[src/rtl/fls_pkg.sv]
`timescale 1ns/1ps
package fls_pkg;
    localparam int ADDR_BITS = 32;

    typedef enum logic [1:0] {
        LW1 = 2'd0,
        LW2 = 2'd1,
        LW4 = 2'd2
    } lane_w_t;

    typedef enum logic [2:0] {
        S_IDLE,
        S_CMD,
        S_ADDR,
        S_DUMMY,
        S_DATA,
        S_DONE
    } phase_t;

    function automatic logic [3:0] lane_mask(input lane_w_t w);
        unique case (w)
            LW1:     return 4'b0001;
            LW2:     return 4'b0011;
            LW4:     return 4'b1111;
            default: return 4'b0000;
        endcase
    endfunction
endpackage

[src/rtl/fls_lane_decode.sv]
`timescale 1ns/1ps
module fls_lane_decode
    import fls_pkg::*;
(
    input  logic [2:0] if_code,
    output lane_w_t    addr_w,
    output lane_w_t    data_w
);
    always_comb begin
        unique case (if_code)
            3'd1:    begin addr_w = LW1; data_w = LW2; end
            3'd2:    begin addr_w = LW2; data_w = LW2; end
            3'd3:    begin addr_w = LW1; data_w = LW4; end
            3'd4:    begin addr_w = LW4; data_w = LW4; end
            default: begin addr_w = LW1; data_w = LW1; end
        endcase
    end
endmodule

[src/rtl/fls_tx_map.sv]
`timescale 1ns/1ps
module fls_tx_map
    import fls_pkg::*;
(
    input  logic [3:0] sh_top,
    input  lane_w_t    lw,
    input  logic       drive,
    output logic [3:0] io_out,
    output logic [3:0] io_oe
);
    always_comb begin
        io_out = 4'b0000;
        io_oe  = 4'b0000;
        if (drive) begin
            io_oe = lane_mask(lw);
            unique case (lw)
                LW2:     io_out = {2'b00, sh_top[3:2]};
                LW4:     io_out = sh_top;
                default: io_out = {3'b000, sh_top[3]};
            endcase
        end
    end
endmodule

[src/rtl/fls_rx_gather.sv]
`timescale 1ns/1ps
module fls_rx_gather
    import fls_pkg::*;
(
    input  logic       clk,
    input  logic       rst_n,
    input  logic       en,
    input  logic       last,
    input  lane_w_t    lw,
    input  logic [3:0] io_in,
    output logic [7:0] rd_byte,
    output logic       rd_valid
);
    logic [7:0] acc;
    logic [7:0] acc_nxt;

    always_comb begin
        unique case (lw)
            LW2:     acc_nxt = {acc[5:0], io_in[1:0]};
            LW4:     acc_nxt = {acc[3:0], io_in};
            default: acc_nxt = {acc[6:0], io_in[1]};
        endcase
    end

    always_ff @(posedge clk or negedge rst_n) begin
        if (!rst_n) begin
            acc      <= 8'h00;
            rd_byte  <= 8'h00;
            rd_valid <= 1'b0;
        end else begin
            rd_valid <= 1'b0;
            if (en) begin
                acc <= acc_nxt;
                if (last) begin
                    rd_byte  <= acc_nxt;
                    rd_valid <= 1'b1;
                end
            end
        end
    end
endmodule

[src/rtl/flash_lane_shifter.sv]
`timescale 1ns/1ps
module flash_lane_shifter
    import fls_pkg::*;
#(
    parameter int LEN_W   = 14,
    parameter int DUMMY_W = 4
) (
    input  logic               clk,
    input  logic               rst_n,
    input  logic               start,
    input  logic               is_read,
    input  logic [2:0]         rd_if_code,
    input  logic [2:0]         wr_if_code,
    input  logic [7:0]         cmd_byte,
    input  logic [31:0]        addr,
    input  logic               addr4,
    input  logic [DUMMY_W-1:0] dummy_units,
    input  logic [LEN_W-1:0]   data_len,
    input  logic [7:0]         wr_byte,
    output logic               wr_take,
    output logic [7:0]         rd_byte,
    output logic               rd_valid,
    output logic               busy,
    output logic               done,
    input  logic [3:0]         io_in,
    output logic [3:0]         io_out,
    output logic [3:0]         io_oe
);
    localparam int DUM_MAX = ((1 << DUMMY_W) - 1) * 8;
    localparam int CNT_W   = $clog2((DUM_MAX > ADDR_BITS) ? DUM_MAX : ADDR_BITS);

    phase_t               state, nxt;
    logic [ADDR_BITS-1:0] sh;
    logic [ADDR_BITS-1:0] addr_r;
    logic [CNT_W-1:0]     cnt;
    logic [LEN_W-1:0]     bytes_left;
    logic [DUMMY_W-1:0]   dummy_r;
    logic                 rd_mode, addr4_r, last, load_wr, drive;
    lane_w_t              addr_w, data_w, dec_aw, dec_dw, cur_w;
    logic [2:0]           sel_code;

    assign sel_code = is_read ? rd_if_code : wr_if_code;
    assign last     = (cnt == '0);

    fls_lane_decode u_dec (
        .if_code (sel_code),
        .addr_w  (dec_aw),
        .data_w  (dec_dw)
    );

    // state register
    always_ff @(posedge clk or negedge rst_n) begin
        if (!rst_n) state <= S_IDLE;
        else        state <= nxt;
    end

    // transitions
    always_comb begin
        nxt = state;
        unique case (state)
            S_IDLE:  if (start) nxt = S_CMD;
            S_CMD:   if (last) nxt = S_ADDR;
            S_ADDR:  if (last) begin
                         if (dummy_r != '0)         nxt = S_DUMMY;
                         else if (bytes_left != '0) nxt = S_DATA;
                         else                       nxt = S_DONE;
                     end
            S_DUMMY: if (last) nxt = (bytes_left != '0) ? S_DATA : S_DONE;
            S_DATA:  if (last && bytes_left == LEN_W'(1)) nxt = S_DONE;
            S_DONE:  nxt = S_IDLE;
            default: nxt = S_IDLE;
        endcase
        load_wr = !rd_mode && (nxt == S_DATA) && (state != S_DATA || last);
    end

    // outputs
    always_comb begin
        unique case (state)
            S_ADDR:  cur_w = addr_w;
            S_DATA:  cur_w = data_w;
            default: cur_w = LW1;
        endcase
        drive   = (state == S_CMD) || (state == S_ADDR) ||
                  (state == S_DATA && !rd_mode);
        busy    = (state != S_IDLE);
        done    = (state == S_DONE);
        wr_take = load_wr;
    end

    // phase datapath
    always_ff @(posedge clk or negedge rst_n) begin
        if (!rst_n) begin
            sh         <= '0;
            addr_r     <= '0;
            cnt        <= '0;
            bytes_left <= '0;
            dummy_r    <= '0;
            rd_mode    <= 1'b0;
            addr4_r    <= 1'b0;
            addr_w     <= LW1;
            data_w     <= LW1;
        end else if (state == S_IDLE) begin
            if (start) begin
                rd_mode    <= is_read;
                addr_w     <= dec_aw;
                data_w     <= dec_dw;
                addr_r     <= addr;
                addr4_r    <= addr4;
                dummy_r    <= is_read ? dummy_units : '0;
                bytes_left <= data_len;
                sh         <= {cmd_byte, 24'h000000};
                cnt        <= CNT_W'(7);
            end
        end else begin
            sh  <= sh << (1 << cur_w);
            cnt <= cnt - 1'b1;
            if (last) begin
                case (nxt)
                    S_ADDR: begin
                        sh  <= addr4_r ? addr_r : {addr_r[23:0], 8'h00};
                        cnt <= CNT_W'(((addr4_r ? 32 : 24) >> addr_w) - 1);
                    end
                    S_DUMMY: cnt <= CNT_W'({dummy_r, 3'b000}) - 1'b1;
                    S_DATA: begin
                        cnt <= CNT_W'((8 >> data_w) - 1);
                        if (load_wr) sh <= {wr_byte, 24'h000000};
                        if (state == S_DATA) bytes_left <= bytes_left - 1'b1;
                    end
                    default: ;
                endcase
            end
        end
    end

    fls_tx_map u_tx (
        .sh_top (sh[ADDR_BITS-1 -: 4]),
        .lw     (cur_w),
        .drive  (drive),
        .io_out (io_out),
        .io_oe  (io_oe)
    );

    fls_rx_gather u_rx (
        .clk      (clk),
        .rst_n    (rst_n),
        .en       (state == S_DATA && rd_mode),
        .last     (last),
        .lw       (data_w),
        .io_in    (io_in),
        .rd_byte  (rd_byte),
        .rd_valid (rd_valid)
    );
endmodule

[config.mk]
export PLATFORM = sky130hd
export DESIGN_NAME = flash_lane_shifter
export DESIGN_NICKNAME = d
export VERILOG_FILES = /design/src/rtl/fls_pkg.sv /design/src/rtl/fls_lane_decode.sv /design/src/rtl/fls_tx_map.sv /design/src/rtl/fls_rx_gather.sv /design/src/rtl/flash_lane_shifter.sv
export SDC_FILE = /design/constraint.sdc
export NUM_CORES = 1
export LEC_CHECK = 0
export ABC_CLOCK_PERIOD_IN_PS = 3200
export BUFFER_PORTS_ARGS = -buffer_cell sky130_fd_sc_hd__buf_4
export CAP_MARGIN = 20
export CORE_ASPECT_RATIO = 0.5
export CORE_MARGIN = 2
export CORE_UTILIZATION = 30
export DETAILED_ROUTE_END_ITERATION = 8
export PLACE_DENSITY = 0.48
export RECOVER_POWER = 50
export SETUP_SLACK_MARGIN = 0.05
export SYNTH_ARGS = -nofsm -noshare
export SYNTH_HDL_FRONTEND = slang
export SYNTH_SLANG_ARGS = --single-unit
[constraint.sdc]
create_clock -name clk -period 3.2 [get_ports clk]
set_clock_uncertainty 0.15 [all_clocks]
set_input_delay 0 -clock clk [delete_from_list [all_inputs] [get_ports clk]]
set_output_delay 0 -clock clk [all_outputs]
set_load 0.02 [all_outputs]
-- Word level (Yosys, flattened, before mapping)
Index checks and enable logic that the tools add are counted.
- input bits: 81
- word-level logic and storage cells: 100
- register bits: 114
- output and inout port bits: 20
- shifts and indexed selects: 4
- add/subtract/negate cells: 5
- mux-type cells: 36
- reduce and logical (&&, ||, !) cells: 23
- equal/unequal tests: 19
- operators by type and width (kind ; count):
    two-way mux 32 bit ; 5
    two-way mux 14 bit ; 5
    case mux 32 bit (2 select lines) ; 1
    << shifter 1 x 2 -> 32 bit (first input constant) ; 1
    << shifter 32 x 32 -> 32 bit ; 1
    two-way mux 3 bit ; 7
    two-way mux 7 bit ; 3
    case mux 7 bit (3 select lines) ; 1
    equality test 3 x 2 -> 1 bit (second input constant) ; 6
    case mux 8 bit (2 select lines) ; 1
    case mux 3 bit (5 select lines) ; 1
    equality test 14 x 1 -> 1 bit (second input constant) ; 1
    nonzero test 14 bit ; 1
    subtractor 14 x 1 -> 14 bit (second input constant) ; 1
    subtractor 7 x 1 -> 7 bit (second input constant) ; 2
    subtractor 7 x 2 -> 7 bit (second input constant) ; 2
    equality test 3 bit (second input constant) ; 4
    two-way mux 4 bit ; 3
    case mux 2 bit (2 select lines) ; 3
    case mux 4 bit (3 select lines) ; 1
    case mux 4 bit (2 select lines) ; 1
    logical NOT 7 bit ; 1
    right shift 4 x 2 -> 7 bit (first input constant) ; 1
    right shift 6 x 2 -> 7 bit ; 1
    other kinds (18) ; 33

-- Logic depth before layout (Yosys ltp)
- word-level depth: 12
- mapped depth: 15
- depth with buffers taken out: 13

-- By module
Synthesis repeated with hierarchy kept, for this count alone.
- cell total of the unflattened synthesis: 776
- area total of the unflattened synthesis: 7183.1 um2
- by module, submodules not included (module ; times used ; cells an instance ; sequential area each (um2) ; area an instance (um2)):
    flash_lane_shifter ; 1 ; 686 ; 2452.4 ; 6256.0
    fls_rx_gather ; 1 ; 68 ; 400.4 ; 759.5
    fls_tx_map ; 1 ; 16 ; 0.0 ; 123.9
    fls_lane_decode ; 1 ; 6 ; 0.0 ; 43.8

-- Worst setup path before layout
Ideal clock, no wire load.
- kind: flip-flop to flip-flop
- start: register state[1]
- end: register sh[18]
- clock period less this slack: 3441 ps
- data required time: 2908 ps
- arrival: 3148 ps
- buffers on the path: 3
- library setup time: 142 ps
- setup slack: -241 ps
- cell stages (with the launch flop): 12
- cell sequence: dfrtp_1 > clkbuf_1 > nor2b_1 > nand2_1 > a21o_1 > ha_1 > buf_1 > buf_1 > mux4_2 > mux2_2 > a21oi_1 > o221ai_1
- cells in the longest elaborated chain, start to end: 9
- elaborated cells between the ends (all ways): 25
- classes of those cells: 8 x eq/ne; 2 x shift; 11 x mux; 4 x reduce/logical
- ends and longest elaborated chain (what ; line ; RTL):
    start: declaration ; flash_lane_shifter.sv:32 ; phase_t state, nxt;
    start signal: assignment ; flash_lane_shifter.sv:54 ; else state <= nxt;
    parallel branches: the longest is 9 deep, another holds << shifter 1 x 2 -> 32 bit ; n/a ;
    end signal: assignment ; flash_lane_shifter.sv:115 ; sh <= sh << (1 << cur_w);
    end signal: assignment ; flash_lane_shifter.sv:120 ; sh <= addr4_r ? addr_r : {addr_r[23:0], 8'h00};
    end signal: assignment ; flash_lane_shifter.sv:126 ; if (load_wr) sh <= {wr_byte, 24'h000000};
    end: declaration ; flash_lane_shifter.sv:33 ; logic [ADDR_BITS-1:0] sh;
Several ways; the timed one is not identified.
A chain may end at the register's enable or synchronous reset.

-- Worst setup path after layout
- start: register cnt[1]
- end: register sh[0]
- cells in the longest elaborated chain, start to end: 11
- elaborated cells between the ends (all ways): 16
- classes of those cells: 2 x eq/ne; 9 x mux; 5 x reduce/logical
- ends and longest elaborated chain (what ; line ; RTL):
    start: declaration ; flash_lane_shifter.sv:35 ; logic [CNT_W-1:0] cnt;
    start signal: assignment ; flash_lane_shifter.sv:116 ; cnt <= cnt - 1'b1;
    start signal: assignment ; flash_lane_shifter.sv:121 ; cnt <= CNT_W'(((addr4_r ? 32 : 24) >> addr_w) - 1);
    start signal: assignment ; flash_lane_shifter.sv:123 ; S_DUMMY: cnt <= CNT_W'({dummy_r, 3'b000}) - 1'b1;
    logical NOT 7 bit (*) ; flash_lane_shifter.sv:43 ; assign last = (cnt == '0);
    logical AND 1 bit ; flash_lane_shifter.sv:69 ; S_DATA: if (last && bytes_left == LEN_W'(1)) nxt = S_DONE;
    two-way mux 3 bit ; flash_lane_shifter.sv:69 ;
    case mux 3 bit (5 select lines) ; flash_lane_shifter.sv:60 ; unique case (state)
    equality test 3 bit ; flash_lane_shifter.sv:73, flash_lane_shifter.sv:118 ;
    logical AND 1 bit (2 in a row) ; flash_lane_shifter.sv:73 ; load_wr = !rd_mode && (nxt == S_DATA) && (state != S_DATA || last);
    two-way mux 32 bit ; flash_lane_shifter.sv:126 ;
    case mux 32 bit (2 select lines) ; flash_lane_shifter.sv:118 ; case (nxt)
    two-way mux 32 bit (*) ; flash_lane_shifter.sv:117 ; if (last) begin
    two-way mux 32 bit (*) ; flash_lane_shifter.sv:102 ; end else if (state == S_IDLE) begin
Mark *: on every way between the ends. The rest lies on a longest branch, timed or not.

==> impl_metrics.toml <==
[outcome]
status = "finished, final reports clean"

[global_routing]
antenna_found_initial = 0
gr-total-overflow = 0
grt_start_max_net_pins = 57
grt_pass1_wl_um = 38900
grt_pass1_vias = 7089
grt_usage_pct = 19.4

[final_layout]
layout_common_cells = "buf_4, nand2_1, dfrtp_1, dlygate4sd3_1, o21ai_0"
syn_to_final_growth_pct = 39.0
fillCellCount = 2400
stdcell_area_um2 = 10400
final_layout_size_suffix_gt1_share_pct = 24.9
layout_commonest_cell = "buf_4"
post_layout_nonfiller_instances = 1361
antenna_cells = 0
fin_nets = 1112

[route]
drtIter0Drc = 497
wirelength_um = 24700
wl_per_cell_um = 18.2
vias = 7081
drc_errors = 0
dr.pass1.iters = 7
postRouteAntennaNets = 0
viasPerCell = 5.20

[setup_path]
critPathRequiredTime_ns = 3.37
crit_type = "flip-flop to flip-flop"
cp.arrival_ns = 3.22
regToRegSetupSlack_ns = 0.15
r2r-end = "sh[0]"
r2r_cells = 9
critPathLaunchType = "flip-flop"
cp-end-kind = "flip-flop"
cp_max_fo = 9
r2r_start = "cnt[1]"

[yosys]
yosys.area.top_type = "dfrtp_1"
synth-edff-count = 0
synth.top_cell.area_share_pct = 38.1
synth-main-ff-cell = "dfrtp_1"
avgSynthCellArea_um2 = 9.22
syn_inst = 812
synth-simple-area-share_pct = 15.6
syn_area_um2 = 7480
ys_warn_count = 0
synth-adder-area-share_pct = 2.67
synth_top_family_by_area = "multiplexers"
syn-num-nets = 909
ys_types = 65
async_flop_share_pct = 100
synth-seq-area-share_pct = 38.1
synth_seq_cells = 114
muxShareOfSynthArea_pct = 19.1
synth_xor_area_share_pct = 1.05
synth_compound_gate_area_share_pct = 19.1
synth_area_leaders = "dfrtp_1, mux2_2, nand2_1"

[sta]
finalCritPeriodShare_pct = 95.3
fin_crit_ns = 3.05
slew_headroom_pct = 1.95
setup_viol = 0
maxSlewViolCount = 0
fin_setup_tns_ns = 0
hold_viol_final = 0
worst_pin_slew_ns = 1.47
rsz0062_at_grt = "no"
fmax_mhz = 328

[cts]
cts_htree_levels = 4
clkLatencyLatePin_ns = 0.44
cts_tree = "done"
path_clk_slew_ns = 0.05
cts_num_sinks = 114
cts_max_path_buffers = 2
cts_root_buf = "clkbuf_16"
cts_buffers = 17

[floorplan]
fp.dieW_um = 227
start_util_pct = 30.9
design.die.area_um2 = 26300
num_io_pins = 101
core_area_um2 = 24200
die_h_um = 116
rows = 40

[power_and_ir_drop]
vdd_drop_max_mv = 0.336
p_per_area_nw_per_um2 = 852
leakage_uw = 0.00455
power_uw = 8860

[min_path]
min-delay-start = "rd_if_code[1]"
hp-class = "input pin to flip-flop"
whs_path_depth = 6
holdPathEnd = "data_w[1]"

[place]
io_buffers = 100
dp_cells = 1236
place_congestion = 0.859
place_area_um2 = 8810
dp_hpwl_um = 17500

[job]
max_cap_viol_count = 0
report_power, final:
group | internal (uW) | switching [uW]
combinational | 2020 | 2280
sequential | 2030 | 684
clock | 1160 | 674
worst max-delay path by stage:
stage | start | cells after the start | end | slack [ns]
2_1_floorplan | cnt[0] | 11 | sh[1] | 0.06
3_3_place_gp | cnt[0] | 9 | sh[2] | 0.1
3_5_place_dp | bytes_left[11] | 8 | sh[0] | 0.008
4_1_cts | cnt[1] | 9 | sh[0] | 0.07
5_1_grt | cnt[1] | 10 | sh[0] | 0.04
6_report | cnt[1] | 9 | sh[0] | 0.15
flip-flops by register name, summed over array words and instances, names as in the netlist, 3 cells and up:
register and count:
addr_r 32, bytes_left 14, cnt 7, dummy_r 4
sh 32, state 3, u_rx.acc 7, u_rx.rd_byte 8
worst max-delay path, cell delays in order, from the launching register on:
cell	delay, ns
dfrtp_1	0.35
inv_1	0.05
ha_1	0.19
nor3b_4	0.15
and2_4	0.18
and4_1	0.23
or4_4	0.53
a221o_2	0.46
o2111a_2	0.32
a221o_1	0.32
cell families (layout without fill, tap and decap cells):
logic type / Yosys count / after routing
AOI/OAI and AO/OA: 221 / 221
muxes: 114 / 114
adders and majority gates: 16 / 16
xor gates and xnor gates: 9 / 9
buffers and inverters: 84 / 297
and+or+nand+nor: 254 / 254
DFF: 114 / 114
final cells by class:
type                            instances  area, um2  area share, %
Multi-Input combinational cell        614       4420           42.5
Tap cell                              336        420           4.04
Sequential cell                       114       2850           27.4
Clock buffer                           22        464           4.46
Clock inverter                          7       85.1          0.818
Inverter                               29        109           1.05
Timing Repair Buffer                  239       2040           19.7
stage by stage:
stage | setup slack [ns] | hold WS, ns | utilization, %
floorplan | 0.0627 | -0.446 | -
global placement | 0.0984 | -0.0362 | 36.4
detailed placement | 0.00755 | -0.0371 | 36.4
CTS | 0.0707 | 0.0331 | 42.5
global route | 0.0450 | 0.176 | 42.9
finish | 0.151 | 0.117 | 42.9
metal layers:
| layer | track usage [%] | vias to the layer above | routed length, um |
|---|---|---|---|
| met3 | 4.89 | 33 | 1150 |
| met4 | 5.40 | 0 | 419 |
| met1 | 25.8 | 3510 | 11300 |
| li1 | - | 3375 | - |
| met2 | 31.6 | 163 | 11900 |
| met5 | 0 | - | 0 |
Yosys cell counts, drive strengths merged, types with 13 or more instances:
cell / count
nand2: 123
o221ai: 23
inv: 27
mux2i: 46
mux2: 50
and2: 13
a22oi: 19
buf: 20
mux4: 18
ha: 16
o21ai: 66
nor2: 52
clkbuf: 35
a21oi: 55
dfrtp: 114
nor3: 16
timing repair:
action	in CTS	in global routing
hold buffers	92	0
pin swaps	2	5
gates resized for setup	4	19
cloned	0	1
setup buffers	0	3
setup endpoints to repair	7	35
hold endpoints to repair	126	0
(Power assumes the default switching activity.)
